==> config.mk <==
export PLATFORM = sky130hd
export DESIGN_NAME = gpio_bank
export DESIGN_NICKNAME = d
export VERILOG_FILES = /design/src/rtl/gpio_bank_pkg.sv /design/src/rtl/gpio_bank_ctrl.sv /design/src/rtl/gpio_bank_dpath.sv /design/src/rtl/gpio_bank.sv
export SDC_FILE = /design/constraint.sdc
export NUM_CORES = 1
export LEC_CHECK = 0
export CORE_MARGIN = 8
export CORE_UTILIZATION = 60
export CTS_CLUSTER_SIZE = 10
export DETAILED_ROUTE_END_ITERATION = 10
export PLACE_DENSITY_LB_ADDON = 0.25
export SLEW_MARGIN = 20
export SYNTH_ARGS = -nofsm -noshare
export SYNTH_HDL_FRONTEND = slang
export SYNTH_HIERARCHICAL = 1
export SYNTH_SLANG_ARGS = --single-unit
==> constraint.sdc <==
create_clock -name clk -period 7.8 [get_ports clk]
set_input_delay 1.56 -clock clk [delete_from_list [all_inputs] [get_ports clk]]
set_output_delay 1.56 -clock clk [all_outputs]
set_load 0.01 [all_outputs]
==> src/rtl/gpio_bank_pkg.sv <==
package gpio_bank_pkg;
  localparam int ADDR_W = 6;
  localparam int DATA_W = 32;
  localparam int PAD_W  = 2 * DATA_W;

  typedef enum logic [3:0] {
    SEL_NONE, SEL_OE, SEL_IN, SEL_OUT, SEL_OD,
    SEL_IEN, SEL_POL, SEL_STS, SEL_WAKE
  } rd_sel_e;

  typedef struct packed {
    logic    wrOe;
    logic    wrOut;
    logic    wrOd;
    logic    wrIen;
    logic    wrPol;
    logic    wrClr;
    logic    wrWake;
    logic    hiWord;
    rd_sel_e rdSel;
  } bank_strobe_t;
endpackage

==> src/rtl/gpio_bank_ctrl.sv <==
module gpio_bank_ctrl
  import gpio_bank_pkg::*;
(
  input  logic              regSpace,
  input  logic [ADDR_W-1:0] regAddr,
  input  logic              regWe,
  output bank_strobe_t      stb
);
  logic [3:0] slot;
  assign slot = {regSpace, regAddr[5:3]};

  always_comb begin
    stb        = '0;
    stb.hiWord = regAddr[2];
    stb.rdSel  = SEL_NONE;
    if (regAddr[1:0] == 2'b00) begin
      case (slot)
        4'b0000: begin stb.rdSel = SEL_OE;   stb.wrOe   = regWe; end
        4'b0010: begin stb.rdSel = SEL_IN;                        end
        4'b0011: begin stb.rdSel = SEL_OUT;  stb.wrOut  = regWe; end
        4'b0100: begin stb.rdSel = SEL_OD;   stb.wrOd   = regWe; end
        4'b1000: begin stb.rdSel = SEL_IEN;  stb.wrIen  = regWe; end
        4'b1001: begin stb.rdSel = SEL_POL;  stb.wrPol  = regWe; end
        4'b1010: begin stb.rdSel = SEL_STS;  stb.wrClr  = regWe; end
        4'b1011: begin stb.rdSel = SEL_WAKE; stb.wrWake = regWe; end
        default: ;
      endcase
    end
  end
endmodule

==> src/rtl/gpio_bank_dpath.sv <==
module gpio_bank_dpath
  import gpio_bank_pkg::*;
#(
  parameter int PIN_COUNT = 36
) (
  input  logic                 clk,
  input  logic                 rstN,
  input  bank_strobe_t         stb,
  input  logic [DATA_W-1:0]    wdata,
  input  logic [PIN_COUNT-1:0] pinIn,
  output logic [PIN_COUNT-1:0] pinOut,
  output logic [PIN_COUNT-1:0] pinOe,
  output logic [DATA_W-1:0]    rdata,
  output logic                 irq,
  output logic                 wake,
  output logic [PIN_COUNT-1:0] stsState,
  output logic [PIN_COUNT-1:0] ienState
);
  logic [PIN_COUNT-1:0] oeReg, outReg, odReg, ienReg, polReg, stsReg, wkReg;
  logic [PIN_COUNT-1:0] syncA, syncB, prevLvl;
  logic [PIN_COUNT-1:0] wrData, wrMask, edgeHit;

  // Per-pin word steering and edge detection
  for (genvar i = 0; i < PIN_COUNT; i++) begin : g_pin
    if (i < DATA_W) begin : g_lo
      assign wrData[i] = !stb.hiWord && wdata[i];
      assign wrMask[i] = !stb.hiWord;
    end else begin : g_hi
      assign wrData[i] = stb.hiWord && wdata[i-DATA_W];
      assign wrMask[i] = stb.hiWord;
    end
    assign edgeHit[i] = polReg[i] ? (prevLvl[i] && !syncB[i])
                                  : (!prevLvl[i] && syncB[i]);
  end

  function automatic logic [PIN_COUNT-1:0] mergeBits(
    input logic [PIN_COUNT-1:0] cur, input logic [PIN_COUNT-1:0] dat,
    input logic [PIN_COUNT-1:0] msk);
    return (cur & ~msk) | (dat & msk);
  endfunction

  always_ff @(posedge clk or negedge rstN) begin
    if (!rstN) begin
      oeReg   <= '0;
      outReg  <= '0;
      odReg   <= '0;
      ienReg  <= '0;
      polReg  <= '0;
      stsReg  <= '0;
      wkReg   <= '0;
      syncA   <= '0;
      syncB   <= '0;
      prevLvl <= '0;
    end else begin
      syncA   <= pinIn;
      syncB   <= syncA;
      prevLvl <= syncB;
      if (stb.wrOe)   oeReg  <= mergeBits(oeReg,  wrData, wrMask);
      if (stb.wrOut)  outReg <= mergeBits(outReg, wrData, wrMask);
      if (stb.wrOd)   odReg  <= mergeBits(odReg,  wrData, wrMask);
      if (stb.wrIen)  ienReg <= mergeBits(ienReg, wrData, wrMask);
      if (stb.wrPol)  polReg <= mergeBits(polReg, wrData, wrMask);
      if (stb.wrWake) wkReg  <= mergeBits(wkReg,  wrData, wrMask);
      // new edges win over a same-cycle clear
      stsReg <= (stsReg & ~(stb.wrClr ? (wrData & wrMask) : '0)) | edgeHit;
    end
  end

  logic [PIN_COUNT-1:0] rdVec;
  logic [PAD_W-1:0]     rdPad;

  always_comb begin
    case (stb.rdSel)
      SEL_OE:   rdVec = oeReg;
      SEL_IN:   rdVec = syncB;
      SEL_OUT:  rdVec = outReg;
      SEL_OD:   rdVec = odReg;
      SEL_IEN:  rdVec = ienReg;
      SEL_POL:  rdVec = polReg;
      SEL_STS:  rdVec = stsReg;
      SEL_WAKE: rdVec = wkReg;
      default:  rdVec = '0;
    endcase
    rdPad                  = '0;
    rdPad[PIN_COUNT-1:0]   = rdVec;
    rdata = stb.hiWord ? rdPad[PAD_W-1:DATA_W] : rdPad[DATA_W-1:0];
  end

  assign pinOut   = outReg;
  assign pinOe    = oeReg & ~(odReg & outReg);
  assign irq      = |(stsReg & ienReg);
  assign wake     = |(stsReg & wkReg);
  assign stsState = stsReg;
  assign ienState = ienReg;
endmodule

==> src/rtl/gpio_bank.sv <==
module gpio_bank
  import gpio_bank_pkg::*;
#(
  parameter int PIN_COUNT = 36
) (
  input  logic                 clk,
  input  logic                 rstN,
  input  logic                 regSpace,
  input  logic [ADDR_W-1:0]    regAddr,
  input  logic                 regWe,
  input  logic [DATA_W-1:0]    regWdata,
  output logic [DATA_W-1:0]    regRdata,
  input  logic [PIN_COUNT-1:0] pinIn,
  output logic [PIN_COUNT-1:0] pinOut,
  output logic [PIN_COUNT-1:0] pinOe,
  output logic                 irq,
  output logic                 wake
);
  bank_strobe_t         stb;
  logic [PIN_COUNT-1:0] stsState, ienState;

  gpio_bank_ctrl u_ctrl (
    .regSpace (regSpace),
    .regAddr  (regAddr),
    .regWe    (regWe),
    .stb      (stb)
  );

  gpio_bank_dpath #(.PIN_COUNT(PIN_COUNT)) u_dpath (
    .clk      (clk),
    .rstN     (rstN),
    .stb      (stb),
    .wdata    (regWdata),
    .pinIn    (pinIn),
    .pinOut   (pinOut),
    .pinOe    (pinOe),
    .rdata    (regRdata),
    .irq      (irq),
    .wake     (wake),
    .stsState (stsState),
    .ienState (ienState)
  );
endmodule

; Word level (Yosys, flattened, before mapping)
; Cells that the tools add are included.
[word_totals]
reg_bits = 360
in_bits = 78
wordCells = 281
[op_classes]
n_reduce_logical = 185
muxes = 49
eq_ne = 15
n_bitwise = 22
[op_table]
columns = operator, count
row1 = 36-bit AND, 12
row2 = 36-bit case mux with 8 select lines, 1
row3 = 36-bit bitwise OR, 7
row4 = 1-bit logical AND, 108
row5 = 36-bit NOT, 3
row6 = 1-bit zero test, 73
row7 = 36-bit OR reduction, 2
row8 = 1-bit 2-to-1 mux, 43
row9 = 36-bit 2-to-1 mux, 1
row10 = 32-bit 2-to-1 mux, 1
row11 = 4-bit case mux with 8 select lines, 1
row12 = 4-bit by 3-bit == test with 1-bit output (second input constant), 5
row13 = 4-bit == test (second input constant), 5
row14 = 4-bit by 2-bit == test with 1-bit output (second input constant), 4
row15 = 7-bit 2-to-1 mux, 1
row16 = 4-bit by 1-bit == test with 1-bit output (second input constant), 1
row17 = 4-bit zero test, 1
row18 = 4-bit 2-to-1 mux, 1
row19 = 2-bit zero test, 1

; Longest topological paths before layout
[logic_depth]
depth_word = 7
ltp_mapped = 12
depth_no_buf = 7

; Cells and area by module
; Netlist, hierarchy kept.
[modules_own_cells]
columns = module, cells_each, instances, seq_area_each_um2, area_each_um2
row1 = gpio_bank_dpath, 1219, 1, 9008.6, 15513.6
row2 = gpio_bank_ctrl, 27, 1, 0.0, 186.4

; Worst setup path after synthesis
; No wires, ideal clock.
[synth_path]
kind = input port to output port
startpoint = input regAddr[4]
endpoint = output regRdata[12]
t_arrival_ns = 3.435
required_ns = 6.240
stages = 11
slack_ns = 2.805
cell_sequence = buf_4 -> nor2b_1 -> xnor2_1 -> and2_1 -> buf_6 -> o31a_1 -> or3_1 -> buf_2 -> buf_6 -> buf_6 -> a31oi_1
[synth_rtl]
columns = element, line_no
row1 = "start, declared", gpio_bank.sv:9  ; input logic [ADDR_W-1:0] regAddr,
row2 = "end, declared", gpio_bank.sv:12  ; output logic [DATA_W-1:0] regRdata,

==> impl_metrics.toml <==
[drt]
final_antenna_net_count = 0
totalWireLength_um = 46100
wl_per_cell_um = 26.2
vias = 11729
vias_per_cell = 6.66
drt-initial-drc-count = 1294
drc = 0
drt_pass1_iterations = 6

[worst_hold_path]
hold_path_depth = 0
hold_end = "u_dpath/syncB[29]$_DFF_PN0_"
min-delay-start = "u_dpath/syncA[29]$_DFF_PN0_"
hold_class = "reg -> reg"

[die]
coreArea_um2 = 25900
die_h_um = 178
die_area_um2 = 31600
initial_core_util_pct = 60.6
io_pins = 184
row_count = 59
dieWidth_um = 178

[sta]
setup_tns_ns = 0
period_share_pct = 89.4
finalSetupViolCount = 0
period_needed_ns = 6.97
finClkSkew_ns = 0.00949
slew_headroom_pct = 19.4
worstMarginPinSlew_ns = 1.21
max_freq_ghz = 0.143
slew_violations = 0
hold_ws_ns = 0.342
finalHoldViolCount = 0
rsz0062_at_grt = "no"

[pwr]
finalPower_mw = 4.23
peakVddDrop_uv = 183
p_per_area_nw_per_um2 = 223
p_leak_nw = 7.98

[placement]
hpwl_um = 29900
place_congestion = 0.934
port_buffers = 183
placed_cells = 1711
placed_area_um2 = 17800

[clocking]
clk_latency_ns = 0.54
clk_pin_slew_ns = 0.05
cts_resized = 0
h-tree-depth = 2
cts_buffers = 42
cts_num_sinks = 360
cts_hold_buf = 0
cts_tree = "built"
cts_root_buf = "clkbuf_16"
cts_setup_buffers = 0
clockBufferDepth = 3

[critical_path]
r2r_slack_ns = 6.85
ff2ff_path_depth = 1
reg2reg_to = "u_dpath/stsState[16]$_DFF_PN0_"
rr_startpoint = "u_dpath/stsState[16]$_DFF_PN0_"
path_class = "in -> out"
end_kind = "output pin"
arrival_ns = 5.41
start_kind = "primary input"
cp.required_ns = 6.24
critPathLaunch = "regAddr[4]"
worstPathMaxFanout = 16

[global_routing]
grt-ovfl-total = 0
grt_pass1_wl_um = 71300
grt_max_degree = 135
grt_util_met1_pct = 38.8
gr-usage-met2_pct = 45.5
groute.usage.overall_pct = 29.1
grt_pass1_vias = 12262
antenna_found_initial = 1
busiest_layer = "met2"
grt_use_met3_pct = 7.26

[synth]
ys_ff_latch = 360
syn_nets = 1324
syn_area_per_cell_um2 = 12.6
ys_warn_count = 6
yosysSeqAreaShare_pct = 57.4
synth_async_sr_flop_share_pct = 100
syn-cell-area_um2 = 15700
synth_cell_types = 53
synth-edff-count = 0
synthFlopType = "dfrtp_1"
synth_cells = 1246

[cells_and_area]
finalNonFillerCells = 1760
fillers = 1749
nets = 1498
fin_area_um2 = 18900
layout_commonest_cell = "dfrtp_1"
diodes = 0
syn2layout_area_growth_pct = 20.6
seqCellArea_um2 = 9010
layout-drive-gt1-share_pct = 22.2
final_cell_mix = "dfrtp_1 (360), mux2_2 (221), clkdlybuf4s50_1 (182)"
multi_input_area_um2 = 6320

[run_status]
status = "completed"

[flow_run]
max-cap-violations = 0
## stage by stage
stage | worst slack [ns] | util [%]
after floorplan | 2.80 | -
after global placement | 1.04 | 68.7
after detailed placement | 0.943 | 68.7
after CTS | 0.949 | 73.1
after global routing | 0.665 | 73.1
final | 0.826 | 73.1
## power by group
part	switching, mW	total (mW)	internal [mW]
registers	0.119	2.11	1.99
logic	0.200	0.418	0.218
clock network	0.708	1.70	0.988
## worst max-delay path by stage
| stage | end | slack (ns) | cells past startpoint |
|---|---|---|---|
| floorplan | regRdata[12] | 2.80 | 11 |
| CTS | regRdata[11] | 0.95 | 10 |
| detailed placement | regRdata[24] | 0.94 | 9 |
| global placement | regRdata[30] | 1.04 | 10 |
| finish | regRdata[24] | 0.83 | 9 |
| global route | regRdata[30] | 0.66 | 10 |
## cells by family (layout without fill, tap and decap cells)
group / after synthesis / count (layout) / share of synthesized area, %
compound gates: 278 / 278 / 14.0
simple gates: 288 / 288 / 8.93
mux: 236 / 236 / 16.9
buf+inv: 82 / 261 / 2.77
flops: 360 / 360 / 57.4
xor+xnor: 2 / 2 / 0.112
## metal layers
metal	vias up	wire length (um)
li1	4977	-
met1	5937	18400
met2	675	21600
met3	138	4360
met4	2	1770
met5	-	13
## synth_stat cells (8+ instances only)
cell	count	area share, %
buf_4	11	0.53
and3_1	15	0.60
nor2b_1	11	0.44
nor2_1	72	1.7
a221oi_1	31	1.7
nand2_1	136	3.3
a221o_1	29	1.8
a22oi_1	81	3.9
mux2_2	221	16
buf_2	31	0.99
dfrtp_1	360	57
nand4_1	8	0.32
buf_1	9	0.22
a21oi_1	22	0.70
a22o_1	21	1.2
o2bb2ai_1	10	0.56
clkbuf_1	22	0.53
mux2i_1	9	0.57
a31oi_1	11	0.44
a21boi_0	36	1.7
## final cells by class
class / count / share of cell area [%]
sequential: 360 / 47.6
multi-input combinational: 804 / 33.4
clock inverter: 3 / 0.198
clock buffer: 46 / 5.79
tap: 335 / 2.21
timing repair buffer: 210 / 10.8
inverter: 2 / 0.0396
## critical path, cell delays in order
cell	delay, ns
clkdlybuf4s50_1	0.58
nor4b_1	0.40
o21a_1	0.58
nor2b_1	0.20
buf_4	0.25
and2_1	0.69
a222oi_1	0.24
a31oi_1	0.30
clkdlybuf4s50_1	0.60
Note: power is estimated with default switching activity, not from simulation.
